[config.mk]
export PLATFORM = sky130hd
export DESIGN_NAME = ext_irq_cond
export DESIGN_NICKNAME = d
export VERILOG_FILES = /design/src/rtl/ext_irq_pkg.sv /design/src/rtl/ext_irq_sync.sv /design/src/rtl/ext_irq_ctrl_reg.sv /design/src/rtl/ext_irq_pin.sv /design/src/rtl/ext_irq_cond.sv
export SDC_FILE = /design/constraint.sdc
export NUM_CORES = 1
export LEC_CHECK = 0
export ABC_CLOCK_PERIOD_IN_PS = 1500
export BUFFER_PORTS_ARGS = -buffer_cell sky130_fd_sc_hd__buf_2
export CAP_MARGIN = 20
export CORE_ASPECT_RATIO = 0.6
export CORE_MARGIN = 10
export CORE_UTILIZATION = 25
export DETAILED_ROUTE_END_ITERATION = 10
export SLEW_MARGIN = 15
export SYNTH_ARGS = -nofsm -noshare
export SYNTH_HDL_FRONTEND = slang
export SYNTH_SLANG_ARGS = --single-unit
[constraint.sdc]
create_clock -name clk -period 1.5 [get_ports clk]
set_clock_uncertainty 0.05 [all_clocks]
set_input_delay 0.075 -clock clk [delete_from_list [all_inputs] [get_ports clk]]
set_output_delay 0.075 -clock clk [all_outputs]
set_load 0.01 [all_outputs]
[src/rtl/ext_irq_pkg.sv]
package ext_irq_pkg;

  localparam int CTRL_W     = 32;
  localparam int MAX_PINS   = 4;
  localparam int MASTER_POS = 12;
  localparam int ROUTE_POS  = 0;
  localparam logic [CTRL_W-1:0] CTRL_RESET = 32'h0000_0001;

  typedef enum logic [1:0] {
    SENSE_LVL_HI = 2'd0,
    SENSE_RISE   = 2'd1,
    SENSE_FALL   = 2'd2,
    SENSE_LVL_LO = 2'd3
  } sense_e;

  // Field placement inside the control word; the layout is decoded by software.
  function automatic int sense_pos(input int n);
    return 22 - 2 * n;
  endfunction

  function automatic int enable_pos(input int n);
    return 11 - n;
  endfunction

  function automatic int clear_pos(input int n);
    return 27 - n;
  endfunction

  function automatic logic [CTRL_W-1:0] writable_mask(input int npins);
    logic [CTRL_W-1:0] m;
    m = '0;
    m[MASTER_POS] = 1'b1;
    m[ROUTE_POS]  = 1'b1;
    for (int i = 0; i < npins; i++) begin
      m[sense_pos(i) +: 2] = 2'b11;
      m[enable_pos(i)]     = 1'b1;
    end
    return m;
  endfunction

  function automatic logic sense_is_edge(input logic [1:0] mode);
    return (mode == SENSE_RISE) || (mode == SENSE_FALL);
  endfunction

  function automatic logic edge_seen(input logic [1:0] mode, input logic cur,
                                     input logic prv);
    logic hit;
    hit = 1'b0;
    if (mode == SENSE_RISE)      hit = cur & ~prv;
    else if (mode == SENSE_FALL) hit = ~cur & prv;
    return hit;
  endfunction

  function automatic logic level_seen(input logic [1:0] mode, input logic cur);
    logic hit;
    hit = 1'b0;
    if (mode == SENSE_LVL_HI)      hit = cur;
    else if (mode == SENSE_LVL_LO) hit = ~cur;
    return hit;
  endfunction

endpackage

[src/rtl/ext_irq_sync.sv]
module ext_irq_sync #(
  parameter int WIDTH  = 4,
  parameter int STAGES = 2
) (
  input  logic             clk,
  input  logic             rst_n,
  input  logic [WIDTH-1:0] d_i,
  output logic [WIDTH-1:0] q_o
);

  logic [WIDTH-1:0] chain [STAGES];

  always_ff @(posedge clk or negedge rst_n) begin
    if (!rst_n) begin
      for (int s = 0; s < STAGES; s++) chain[s] <= '0;
    end else begin
      chain[0] <= d_i;
      for (int s = 1; s < STAGES; s++) chain[s] <= chain[s-1];
    end
  end

  assign q_o = chain[STAGES-1];

endmodule

[src/rtl/ext_irq_ctrl_reg.sv]
module ext_irq_ctrl_reg
  import ext_irq_pkg::*;
#(
  parameter int NUM_PINS = 4
) (
  input  logic                  clk,
  input  logic                  rst_n,
  input  logic                  wr_en,
  input  logic [CTRL_W-1:0]     wr_data,
  output logic [CTRL_W-1:0]     rd_data,
  output logic [2*NUM_PINS-1:0] sense_o,
  output logic [NUM_PINS-1:0]   enable_o,
  output logic [NUM_PINS-1:0]   clear_o,
  output logic                  master_o,
  output logic                  route_o
);

  localparam logic [CTRL_W-1:0] WR_MASK = writable_mask(NUM_PINS);

  logic [2*NUM_PINS-1:0] sense_q;
  logic [NUM_PINS-1:0]   en_q;
  logic                  master_q;
  logic                  route_q;

  always_ff @(posedge clk or negedge rst_n) begin
    if (!rst_n) begin
      sense_q  <= '0;
      en_q     <= '0;
      master_q <= CTRL_RESET[MASTER_POS];
      route_q  <= CTRL_RESET[ROUTE_POS];
    end else if (wr_en) begin
      master_q <= wr_data[MASTER_POS];
      route_q  <= wr_data[ROUTE_POS];
      for (int i = 0; i < NUM_PINS; i++) begin
        sense_q[2*i +: 2] <= wr_data[sense_pos(i) +: 2];
        en_q[i]           <= wr_data[enable_pos(i)];
      end
    end
  end

  // Clear bits are strobes only: they act in the write cycle and are never stored.
  for (genvar g = 0; g < NUM_PINS; g++) begin : g_clr
    assign clear_o[g] = wr_en & wr_data[clear_pos(g)];
  end

  always_comb begin
    rd_data             = '0;
    rd_data[MASTER_POS] = master_q;
    rd_data[ROUTE_POS]  = route_q;
    for (int i = 0; i < NUM_PINS; i++) begin
      rd_data[sense_pos(i) +: 2] = sense_q[2*i +: 2];
      rd_data[enable_pos(i)]     = en_q[i];
    end
  end

  assign sense_o  = sense_q;
  assign enable_o = en_q;
  assign master_o = master_q;
  assign route_o  = route_q;


  readback_chk: assert property (@(posedge clk) disable iff (!rst_n)
    wr_en |=> rd_data == ($past(wr_data) & WR_MASK));

endmodule

[src/rtl/ext_irq_pin.sv]
module ext_irq_pin
  import ext_irq_pkg::*;
(
  input  logic       clk,
  input  logic       rst_n,
  input  logic       pin_s_i,
  input  logic [1:0] sense_i,
  input  logic       enable_i,
  input  logic       master_i,
  input  logic       clear_i,
  output logic       req_o
);

  logic prev_q;
  logic latch_q;
  logic edge_hit;
  logic level_hit;
  logic source;

  always_ff @(posedge clk or negedge rst_n) begin
    if (!rst_n) prev_q <= 1'b0;
    else        prev_q <= pin_s_i;
  end

  assign edge_hit  = edge_seen(sense_i, pin_s_i, prev_q);
  assign level_hit = level_seen(sense_i, pin_s_i);

  // Clear has priority over a coincident edge.
  always_ff @(posedge clk or negedge rst_n) begin
    if (!rst_n)        latch_q <= 1'b0;
    else if (clear_i)  latch_q <= 1'b0;
    else if (edge_hit) latch_q <= 1'b1;
  end

  assign source = sense_is_edge(sense_i) ? latch_q : level_hit;
  assign req_o  = source & enable_i & master_i;


  clear_wins_chk: assert property (@(posedge clk) disable iff (!rst_n)
    clear_i |=> !latch_q);


  latch_hold_chk: assert property (@(posedge clk) disable iff (!rst_n)
    latch_q && !clear_i |=> latch_q);


  latch_set_chk: assert property (@(posedge clk) disable iff (!rst_n)
    edge_hit && !clear_i |=> latch_q);

endmodule

[src/rtl/ext_irq_cond.sv]
module ext_irq_cond
  import ext_irq_pkg::*;
#(
  parameter int NUM_PINS    = 4,
  parameter int SYNC_STAGES = 2
) (
  input  logic                clk,
  input  logic                rst_n,
  input  logic                reg_we,
  input  logic [CTRL_W-1:0]   reg_wdata,
  output logic [CTRL_W-1:0]   reg_rdata,
  input  logic [NUM_PINS-1:0] irq_pin_i,
  output logic [NUM_PINS-1:0] irq_req_o,
  output logic                crit_route_o
);

  logic [NUM_PINS-1:0]   pin_sync;
  logic [2*NUM_PINS-1:0] sense;
  logic [NUM_PINS-1:0]   pin_en;
  logic [NUM_PINS-1:0]   pin_clr;
  logic                  master_en;

  ext_irq_sync #(.WIDTH(NUM_PINS), .STAGES(SYNC_STAGES)) u_sync (
    .clk   (clk),
    .rst_n (rst_n),
    .d_i   (irq_pin_i),
    .q_o   (pin_sync)
  );

  ext_irq_ctrl_reg #(.NUM_PINS(NUM_PINS)) u_ctrl (
    .clk      (clk),
    .rst_n    (rst_n),
    .wr_en    (reg_we),
    .wr_data  (reg_wdata),
    .rd_data  (reg_rdata),
    .sense_o  (sense),
    .enable_o (pin_en),
    .clear_o  (pin_clr),
    .master_o (master_en),
    .route_o  (crit_route_o)
  );

  for (genvar g = 0; g < NUM_PINS; g++) begin : g_pin
    ext_irq_pin u_pin (
      .clk      (clk),
      .rst_n    (rst_n),
      .pin_s_i  (pin_sync[g]),
      .sense_i  (sense[2*g +: 2]),
      .enable_i (pin_en[g]),
      .master_i (master_en),
      .clear_i  (pin_clr[g]),
      .req_o    (irq_req_o[g])
    );


    level_follow_chk: assert property (@(posedge clk) disable iff (!rst_n)
      (sense[2*g +: 2] == SENSE_LVL_HI) && pin_en[g] && master_en
        |-> irq_req_o[g] == pin_sync[g]);
  end


  master_gate_chk: assert property (@(posedge clk) disable iff (!rst_n)
    !master_en |-> irq_req_o == '0);


  enable_gate_chk: assert property (@(posedge clk) disable iff (!rst_n)
    (irq_req_o & ~pin_en) == '0);

endmodule

==> flow_summary.toml <==
[timing]
rsz0062_at_grt = "true"
tightest_slew_ps = 706
slew_headroom_pct = 52.9
fin_crit_ps = 1800
hold_slack_ps = 163
fmax_mhz = 557
setup-violations-final = 4
tns_ps = -1030
setup_ws_ps = -296
hold_viol_final = 0
maxSlewViolCount = 0
period_share_pct = 120

[worst_setup_path]
cp-start-kind = "register"
crit_path_cell_trace = "inv_2, ha_2, or3b_4, a211oi_4, buf_2"
crit_path_end_kind = "primary output"
rr_startpoint = "u_ctrl.sense_o[5]"
rr_endpoint = "g_pin[2].u_pin.latch_q"
r2r_slack_ps = 30
r2r_cells = 5
crit_arrival_ps = 1670
cp_slowest_cell = "dfrtp_1"
required_ps = 1370
path_class = "register to primary output"
max_stage_delay_ps = 430
crit_fanout = 3

[drt]
drt_wl_total_um = 3960
wl_per_cell_um = 13.0
viasPerCell = 3.77
drt_iter0_drc = 23
dr.pass1.iters = 2
dr_total_vias = 1147
drc = 0
ant_nets = 0

[clock_network]
cts_buffer_depth = 2
cts_max_level = 2
cts_tree = "done"
clock_latency_ps = 270
clk_pin_slew_worst_paths_ps = 60
numClockSinks = 30
cts_buffers = 5
cts-root-buf = "clkbuf_8"

[finish]
diodes = 0
seq_area_um2 = 753
fill_cells = 666
area_delta_synth_final_pct = 41.3
finalNetCount = 274
instances_no_fill = 304
multi_input_area_um2 = 758
utilization_pct = 37.1
layout-drive-gt1-share_pct = 45.0

[logic_synthesis]
yosys-top-cells-count = "dfrtp_1, buf_4, ha_1, nand2_1"
syn_area_per_cell_um2 = 11.3
ys_async_sr_fraction_pct = 100
synth_largest_area_cell = "dfrtp_1"
synth_top_area_share_pct = 44.4
synth.distinct_cells = 17
yosysSeqAreaShare_pct = 46.0
synth-main-ff-cell = "dfrtp_1"
synthCells = 144
yosysMostFrequentCell = "dfrtp_1"
yosysWarnings = 0
syn-cell-area_um2 = 1630
ys_ff_latch = 30
synth_area_leaders = "dfrtp_1, buf_4, ha_1"
synth_edf_count = 0

[die]
die_x_um = 124
initial_core_util_pct = 26.3
placementRows = 22
dieArea_um2 = 10300
ios = 76
core_um2 = 6220
die_h_um = 82.6

[power]
switching_share_pct = 27.2
p_int_uw = 1500
p_per_area_nw_per_um2 = 895
p_sw_uw = 563
peakVddDrop_mv = 0.408
p_leak_uw = 0.00112
clock_power_share_pct = 31.6
pwr-share-comb_pct = 23.0
p_seq_share_pct = 45.4

[hold_path]
whs_path_depth = 3
hp-class = "primary input to register"
holdPathEnd = "u_ctrl.sense_o[6]"
min_from = "reg_we"

[global_routing]
grt_pass1_wl_um = 6420
grt_max_degree = 31
grt_pass1_vias = 1284
antenna_found_initial = 0
grt.total_usage_pct = 7.75
grt-ovfl-total = 0

[placed_design]
portBuffers = 43
place_congestion = 0.725
dp_cells = 269
place_hpwl_um = 2880
preCtsSetupSlack_ps = -35.1

[flow_run]
drv_cap = 0

[outcome]
violations = "negative setup slack"
status = "complete, but fails checks"
sequential cells by signal, summed over array words and instances, names as in the netlist:
name / count
g_pin.u_pin.latch_q: 4
g_pin.u_pin.prev_q: 4
u_ctrl.enable_o: 4
u_ctrl.master_o: 1
u_ctrl.route_o: 1
u_ctrl.sense_o: 8
u_sync.chain: 4
u_sync.q_o: 4
placed cells by master, fill, tap and decap left out:
| cell | instances |
|---|---|
| buf_2 | 43 |
| dfrtp_1 | 28 |
| dlygate4sd3_1 | 23 |
| conb_1 | 18 |
| nand2_1 | 16 |
| buf_4 | 14 |
| ha_1 | 9 |
| o21ai_0 | 8 |
| inv_2 | 6 |
| mux2_2 | 6 |
| clkbuf_8 | 6 |
| a21oi_1 | 4 |
| nor2b_1 | 4 |
| and4bb_2 | 4 |
| and3b_2 | 4 |
| o31a_1 | 4 |
| ha_4 | 4 |
| or3b_1 | 3 |
| a211oi_2 | 3 |
| ha_2 | 3 |
| inv_1 | 2 |
| clkbuf_1 | 2 |
| buf_6 | 2 |
| or3b_4 | 1 |
| a211oi_4 | 1 |
| dfstp_2 | 1 |
| dfrtp_2 | 1 |
worst max-delay path: cells and delay by family, from the launching register on:
kind	cells	cell delay, ps
AO/OA/AOI/OAI	1	210
adder cells (fa/ha/maj)	1	170
buffers and inverters	2	220
flip-flops	1	430
AND/OR/NAND/NOR	1	380
logic make-up after synthesis:
kind of cell,count (synthesis),synth area share [%]
simple gates,32,12.9
other cells,1,0.229
compound gates,20,8.88
flops,30,46.0
buf+inv,39,15.6
mux,6,4.13
fa+ha+maj,16,12.3
routing by layer:
layer | up-vias | track usage, % | wire length, um
met1 | 534 | 9.16 | 1810
li1 | 585 | - | -
met3 | 0 | 3.69 | 240
met2 | 28 | 13.1 | 1910
met5 | - | 0 | 0
met4 | 0 | 1.04 | 0
stage by stage:
stage | area [um2] | power (uW)
3_5_place_dp | 1880 | 1340
4_1_cts | 2230 | 2080
3_3_place_gp | 1880 | 1330
5_1_grt | 2310 | 2220
2_1_floorplan | 1700 | 1210
6_report | 2310 | 2070
timing repair:
action | in CTS | in global routing
endpoints found under the hold margin | 51 | 0
resized for setup | 6 | 16
pin swaps | 1 | 2
buffers inserted | 1 | 3
hold buffers | 23 | 0
setup endpoints to repair | 4 | 4
area by class of cell:
class	instances	area share [%]
Inverter	8	1.30
Timing Repair Buffer	82	24.8
Sequential cell	30	32.6
Tap cell	84	4.55
Clock buffer	8	3.90
Multi-Input combinational cell	92	32.8
power groups by stage:
| stage | logic (uW) | registers (uW) | clock network, uW |
|---|---|---|---|
| after floorplan | 267 | 948 | 0 |
| after global placement | 378 | 947 | 0 |
| after detailed placement | 387 | 949 | 0 |
| after CTS | 447 | 935 | 702 |
| after global routing | 537 | 950 | 732 |
| final | 475 | 938 | 654 |
worst max-delay path by stage:
stage	from	end	slack (ps)	cells after the start
global route	u_ctrl.sense_o[5]	irq_req_o[2]	-390	5
CTS	u_ctrl.sense_o[6]	irq_req_o[3]	-330	5
finish	u_ctrl.sense_o[7]	irq_req_o[3]	-300	5
detailed placement	u_ctrl.sense_o[7]	irq_req_o[3]	-40	5
global placement	u_ctrl.sense_o[1]	irq_req_o[0]	-20	5
floorplan	u_ctrl.sense_o[2]	irq_req_o[1]	20	5
Note: power is estimated with default switching activity, not from simulation.
